File: config.mk
export PLATFORM = sky130hd
export DESIGN_NAME = mdio_frame_ctrl
export DESIGN_NICKNAME = d
export VERILOG_FILES = /design/src/rtl/mdio_pkg.sv /design/src/rtl/mdio_clk_div.sv /design/src/rtl/mdio_frame_engine.sv /design/src/rtl/mdio_frame_ctrl.sv
export SDC_FILE = /design/constraint.sdc
export NUM_CORES = 1
export LEC_CHECK = 0
export CORE_MARGIN = 2
export CORE_UTILIZATION = 50
export DETAILED_ROUTE_END_ITERATION = 10
export GPL_TIMING_DRIVEN = 0
export HOLD_SLACK_MARGIN = 0.1
export PLACE_DENSITY = 0.79
export SETUP_SLACK_MARGIN = 0.2
export SLEW_MARGIN = 40
export SYNTH_ARGS = -nofsm -noshare
export SYNTH_HDL_FRONTEND = slang
export SYNTH_SLANG_ARGS = --single-unit
File: constraint.sdc
create_clock -name clk -period 3.2 [get_ports clk]
set_clock_uncertainty 0.2 [all_clocks]
set_input_delay 0.64 -clock clk [delete_from_list [all_inputs] [get_ports clk]]
set_output_delay 0.64 -clock clk [all_outputs]
set_load 0.05 [all_outputs]
File: src/rtl/mdio_pkg.sv
package mdio_pkg;
  typedef enum logic [1:0] {
    SEL_FRAME = 2'd0,
    SEL_SPEED = 2'd1,
    SEL_EVENT = 2'd2,
    SEL_CTRL  = 2'd3
  } reg_sel_e;

  localparam logic [1:0] OPC_READ = 2'b10;

  function automatic logic frame_is_read(input logic [31:0] w);
    return w[29:28] == OPC_READ;
  endfunction

  function automatic logic [5:0] speed_field(input logic [31:0] w);
    return w[6:1];
  endfunction
endpackage

File: src/rtl/mdio_clk_div.sv
module mdio_clk_div #(
  parameter int DIV_W = 6
) (
  input  logic             clk,
  input  logic             rst,
  input  logic             run,
  input  logic [DIV_W-1:0] div,
  output logic             mdc,
  output logic             rise_stb,
  output logic             fall_stb
);
  logic [DIV_W-1:0] cnt;
  logic             hit;

  assign hit      = run && (div != '0) && (cnt == div - DIV_W'(1));
  assign rise_stb = hit && !mdc;
  assign fall_stb = hit && mdc;

  always_ff @(posedge clk) begin
    if (rst || !run || div == '0) begin
      cnt <= '0;
      mdc <= 1'b0;
    end else if (hit) begin
      cnt <= '0;
      mdc <= ~mdc;
    end else begin
      cnt <= cnt + DIV_W'(1);
    end
  end
endmodule

File: src/rtl/mdio_frame_engine.sv
module mdio_frame_engine
  import mdio_pkg::*;
#(
  parameter int PRE_LEN = 32,
  parameter int FRAME_W = 32
) (
  input  logic               clk,
  input  logic               rst,
  input  logic               start,
  input  logic [FRAME_W-1:0] load_word,
  input  logic               rise_stb,
  input  logic               fall_stb,
  input  logic               mdio_i,
  output logic [FRAME_W-1:0] frame,
  output logic               busy,
  output logic               mdio_o,
  output logic               mdio_oe,
  output logic               done_pulse,
  output logic               is_read
);
  localparam int TOTAL      = PRE_LEN + FRAME_W;
  localparam int CNT_W      = $clog2(TOTAL);
  localparam int REL_IDX    = TOTAL - 18;
  localparam int DATA_IDX   = TOTAL - 16;

  logic [CNT_W-1:0] bitcnt;
  logic [CNT_W-1:0] nxt;

  function automatic logic bit_at(input logic [FRAME_W-1:0] f, input int idx);
    if (idx < PRE_LEN) return 1'b1;
    return f[FRAME_W-1-(idx-PRE_LEN)];
  endfunction

  function automatic logic released(input logic rd, input int idx);
    return rd && idx >= REL_IDX;
  endfunction

  assign is_read    = frame_is_read(32'(frame));
  assign nxt        = bitcnt + CNT_W'(1);
  assign done_pulse = busy && fall_stb && (int'(bitcnt) == TOTAL - 1);

  always_ff @(posedge clk) begin
    if (rst) begin
      frame   <= '0;
      busy    <= 1'b0;
      bitcnt  <= '0;
      mdio_o  <= 1'b1;
      mdio_oe <= 1'b0;
    end else if (start) begin
      frame   <= load_word;
      busy    <= 1'b1;
      bitcnt  <= '0;
      mdio_o  <= 1'b1;
      mdio_oe <= 1'b1;
    end else if (busy) begin
      if (rise_stb && is_read && int'(bitcnt) >= DATA_IDX)
        frame[15:0] <= {frame[14:0], mdio_i};
      if (done_pulse) begin
        busy    <= 1'b0;
        mdio_o  <= 1'b1;
        mdio_oe <= 1'b0;
      end else if (fall_stb) begin
        bitcnt  <= nxt;
        mdio_o  <= bit_at(frame, int'(nxt));
        mdio_oe <= !released(is_read, int'(nxt));
      end
    end
  end
endmodule

File: src/rtl/mdio_frame_ctrl.sv
module mdio_frame_ctrl
  import mdio_pkg::*;
#(
  parameter int PRE_LEN = 32,
  parameter int DIV_W   = 6
) (
  input  logic        clk,
  input  logic        rst,
  input  logic        bus_wr,
  input  logic [1:0]  bus_addr,
  input  logic [31:0] bus_wdata,
  output logic [31:0] bus_rdata,
  output logic        mdc,
  output logic        mdio_o,
  output logic        mdio_oe,
  input  logic        mdio_i
);
  localparam int FRAME_W = 32;

  logic [DIV_W-1:0]   spd_div;
  logic               mgmt_en;
  logic               evt;
  logic               busy;
  logic               rise_stb;
  logic               fall_stb;
  logic               done_pulse;
  logic               is_read;
  logic               start;
  logic               clr_evt;
  logic [FRAME_W-1:0] frame_q;
  logic [15:0]        frame_hi;

  assign start    = bus_wr && bus_addr == SEL_FRAME && mgmt_en && spd_div != '0 && !busy;
  assign clr_evt  = bus_wr && bus_addr == SEL_EVENT && bus_wdata[0];
  assign frame_hi = frame_q[31:16];

  mdio_clk_div #(.DIV_W(DIV_W)) u_div (
    .clk(clk), .rst(rst), .run(busy), .div(spd_div),
    .mdc(mdc), .rise_stb(rise_stb), .fall_stb(fall_stb)
  );

  mdio_frame_engine #(.PRE_LEN(PRE_LEN), .FRAME_W(FRAME_W)) u_eng (
    .clk(clk), .rst(rst), .start(start), .load_word(bus_wdata),
    .rise_stb(rise_stb), .fall_stb(fall_stb), .mdio_i(mdio_i),
    .frame(frame_q), .busy(busy), .mdio_o(mdio_o), .mdio_oe(mdio_oe),
    .done_pulse(done_pulse), .is_read(is_read)
  );

  always_ff @(posedge clk) begin
    if (rst) begin
      spd_div <= '0;
      mgmt_en <= 1'b0;
      evt     <= 1'b0;
    end else begin
      if (bus_wr && bus_addr == SEL_SPEED) spd_div <= DIV_W'(speed_field(bus_wdata));
      if (bus_wr && bus_addr == SEL_CTRL)  mgmt_en <= bus_wdata[0];
      if (done_pulse)   evt <= 1'b1;
      else if (clr_evt) evt <= 1'b0;
    end
  end

  always_comb begin
    case (reg_sel_e'(bus_addr))
      SEL_FRAME: bus_rdata = frame_q;
      SEL_SPEED: bus_rdata = 32'(spd_div) << 1;
      SEL_EVENT: bus_rdata = {30'd0, busy, evt};
      default:   bus_rdata = {31'd0, mgmt_en};
    endcase
  end
endmodule

==> results.yml <==
cells_and_area:
  fin_nets: 488
  antenna_cells: 0
  layout_common_cells: "56 x dfxtp_1, 43 x nor2_1, 41 x nand2_1"
  n_fill_cell: 529
  multi_input_area_um2: 1896
  final_common_cell: "dfxtp_1"
  fin_cells: 522
  drive_above_1_share: 0.1409
  syn2layout_area_growth_pct: 28.55
  seqCellArea_um2: 1121
clock_network:
  cts_num_sinks: 56
  cts_tree: "yes"
  max-clock-path-buffers: 2
  clk_latency_ps: 320
  root_buffer: "clkbuf_8"
  cts.reportedPaths.clkPinSlew_ps: 100
  numCtsBuffers: 5
  htreeDepth: 2
pwr:
  irDropWorstVdd_uv: 212.8
  leakage_nw: 1.577
  cellPowerDensity_nw_per_um2: 308.5
  p_total_mw: 1.232
worst_hold_path:
  hold_path_depth: 2
  min_to: "u_eng.frame[21]"
  hold_class: "reg -> reg"
  min-delay-start: "u_eng.frame[21]"
yosys:
  synthMuxAreaShare: 0.1631
  synth_flop_cell: "dfxtp_1"
  synthXorXnorAreaFrac: 0.05638
  synth_area_per_cell_um2: 8.465
  syn_area_um2: 3107
  synth_cell_types: 43
  ys_ff_latch: 56
  synthAdderAreaFrac: 0.01611
  synth_compound_area_frac: 0.1261
  ys.warnings.count: 0
  synth_edf_count: 0
  synth_top_family_by_area: "simple AND/OR/NAND/NOR gates"
  synth-simple-area-share: 0.2392
  yosysSeqAreaShare: 0.3609
  async_flop_share: 0
  synth_cells: 367
  synth_nets: 409
routing:
  wl_per_cell_um: 15.63
  drc: 0
  viasPerCell: 5.523
  num_vias: 2883
  wirelength_um: 8159
  dr.pass1.iters: 4
  drtIter0Drc: 172
  drtAntennaViolNets: 0
outcome:
  status: "completed"
place:
  place_congestion: 0.8735
  dpl.hpwl_um: 6218
  io_buffers: 71
  dp_cells: 513
setup_path:
  critical_path_class: "in -> out"
  critPathCaptureType: "primary output"
  max_stage_delay_ps: 580
  cp.required_ps: 2360
  critical_path.startpoint_type: "input port"
  path_cells: "clkdlybuf4s50_1, mux2_2, a22o_1, clkdlybuf4s15_2"
  timing.rr.start: "u_eng.bitcnt[1]"
  arrival_ps: 2120
  r2r_slack_ps: 340
  reg2reg_depth: 8
  worstPathMaxFanout: 3
  r2r_end: "u_eng.mdio_o"
  critPathSlowestCell: "clkdlybuf4s50_1"
die:
  die_x_um: 82.83
  rows: 28
  io_pins: 73
  die_h_um: 82.83
  core-area_um2: 5956
  dieArea_um2: 6860
  initial_utilization: 0.5216
sta:
  hold_viol_final: 0
  slew_violations: 0
  setup_tns_ps: 0
  max_freq_mhz: 338.3
  tightestPinTransition_ps: 657.0
  rsz0062_at_grt: "yes"
  period_share: 0.9236
  relSlewSlack: 0.5596
  finalHoldWorstSlack_ps: 270.8
  setup_viol_count_final: 0
  fin_crit_ps: 2956
global_routing:
  grt_overflow_total: 0
  grt_max_degree: 19
  grt_pass1_wl_um: 13610
  grt_pass1_vias: 2889
  track_usage: 0.2408
  antenna_found_initial: 0
flow_run:
  maxCapViolations: 0
-- worst max-delay path by stage --
stage,start,to,depth (start not counted)
2_1_floorplan,bus_addr[0],bus_rdata[1],3
3_3_place_gp,bus_addr[0],bus_rdata[7],5
3_5_place_dp,bus_addr[0],bus_rdata[8],5
4_1_cts,bus_addr[0],bus_rdata[22],5
5_1_grt,u_eng.bitcnt[1],u_eng.mdio_o,8
6_report,bus_addr[0],bus_rdata[0],4
-- timing repair --
action                     in CTS  in global routing
resized for setup              97                 34
setup endpoints to repair      32                 34
buffers inserted                1                  0
pin swaps                       1                  1
hold buffers                    0                  0
-- power breakdown --
group	internal, mW	switching [mW]
logic	0.0649	0.0567
clock network	0.158	0.246
registers	0.701	0.00613
total	0.923	0.309
-- synth_stat cells (7+ instances only) --
cell | count | area share
and2_1 | 26 | 0.052
a21oi_1 | 25 | 0.040
a211oi_1 | 16 | 0.039
mux2i_1 | 36 | 0.12
nand3_1 | 9 | 0.014
clkbuf_1 | 22 | 0.027
xor2_1 | 7 | 0.020
nand2_1 | 41 | 0.050
nor2_1 | 44 | 0.053
xnor2_1 | 13 | 0.037
dfxtp_1 | 56 | 0.36
-- cell families (layout without fill, tap and decap cells) --
family | count (synthesis) | in the layout
XOR/XNOR | 20 | 20
buffers and inverters | 31 | 111
adder cells (fa/ha/maj) | 4 | 4
flip-flops | 56 | 56
AND/OR/NAND/NOR | 150 | 150
multiplexers | 45 | 45
AO/OA/AOI/OAI | 61 | 61
-- state kept, by name, indices dropped and copies added, names as in the netlist --
register / flops
u_eng.frame: 32
spd_div: 6
u_div.cnt: 6
u_eng.bitcnt: 6
evt: 1
mgmt_en: 1
u_div.mdc: 1
u_eng.busy: 1
u_eng.mdio_o: 1
u_eng.mdio_oe: 1
-- area by class of cell --
cell class | instances | share of cell area
plain buffers | 25 | 0.02600
clock inverters | 3 | 0.005639
inverters | 6 | 0.005639
flip-flops and latches | 56 | 0.2807
multi-input cells | 280 | 0.4746
well taps | 75 | 0.02350
repair buffers | 72 | 0.1667
clock buffers | 5 | 0.01723
-- metal layers --
metal | up-vias | global-route usage | part of all wire
li1 | 1436 | - | -
met1 | 1361 | 0.3086 | 0.45
met2 | 72 | 0.4076 | 0.49
met3 | 14 | 0.04970 | 0.048
met4 | 0 | 0.07303 | 0.015
met5 | - | 0 | 0
-- worst max-delay path, delay by kind of cell --
kind                   cells  cell delay (ps)
buffers and inverters      2              920
muxes                      1              360
AOI/OAI and AO/OA          1              200
-- through the flow --
| step | area (um2) | worst slack [ps] | utilization |
|---|---|---|---|
| floorplan | 3107 | 525.8 | - |
| global placement | 3911 | -656.0 | 0.6567 |
| detailed placement | 3916 | -641.4 | 0.6576 |
| CTS | 4061 | 200.9 | 0.6819 |
| global route | 3994 | 188.9 | 0.6706 |
| finish | 3994 | 244.4 | 0.6706 |
Power figures use the tool's default switching activity.
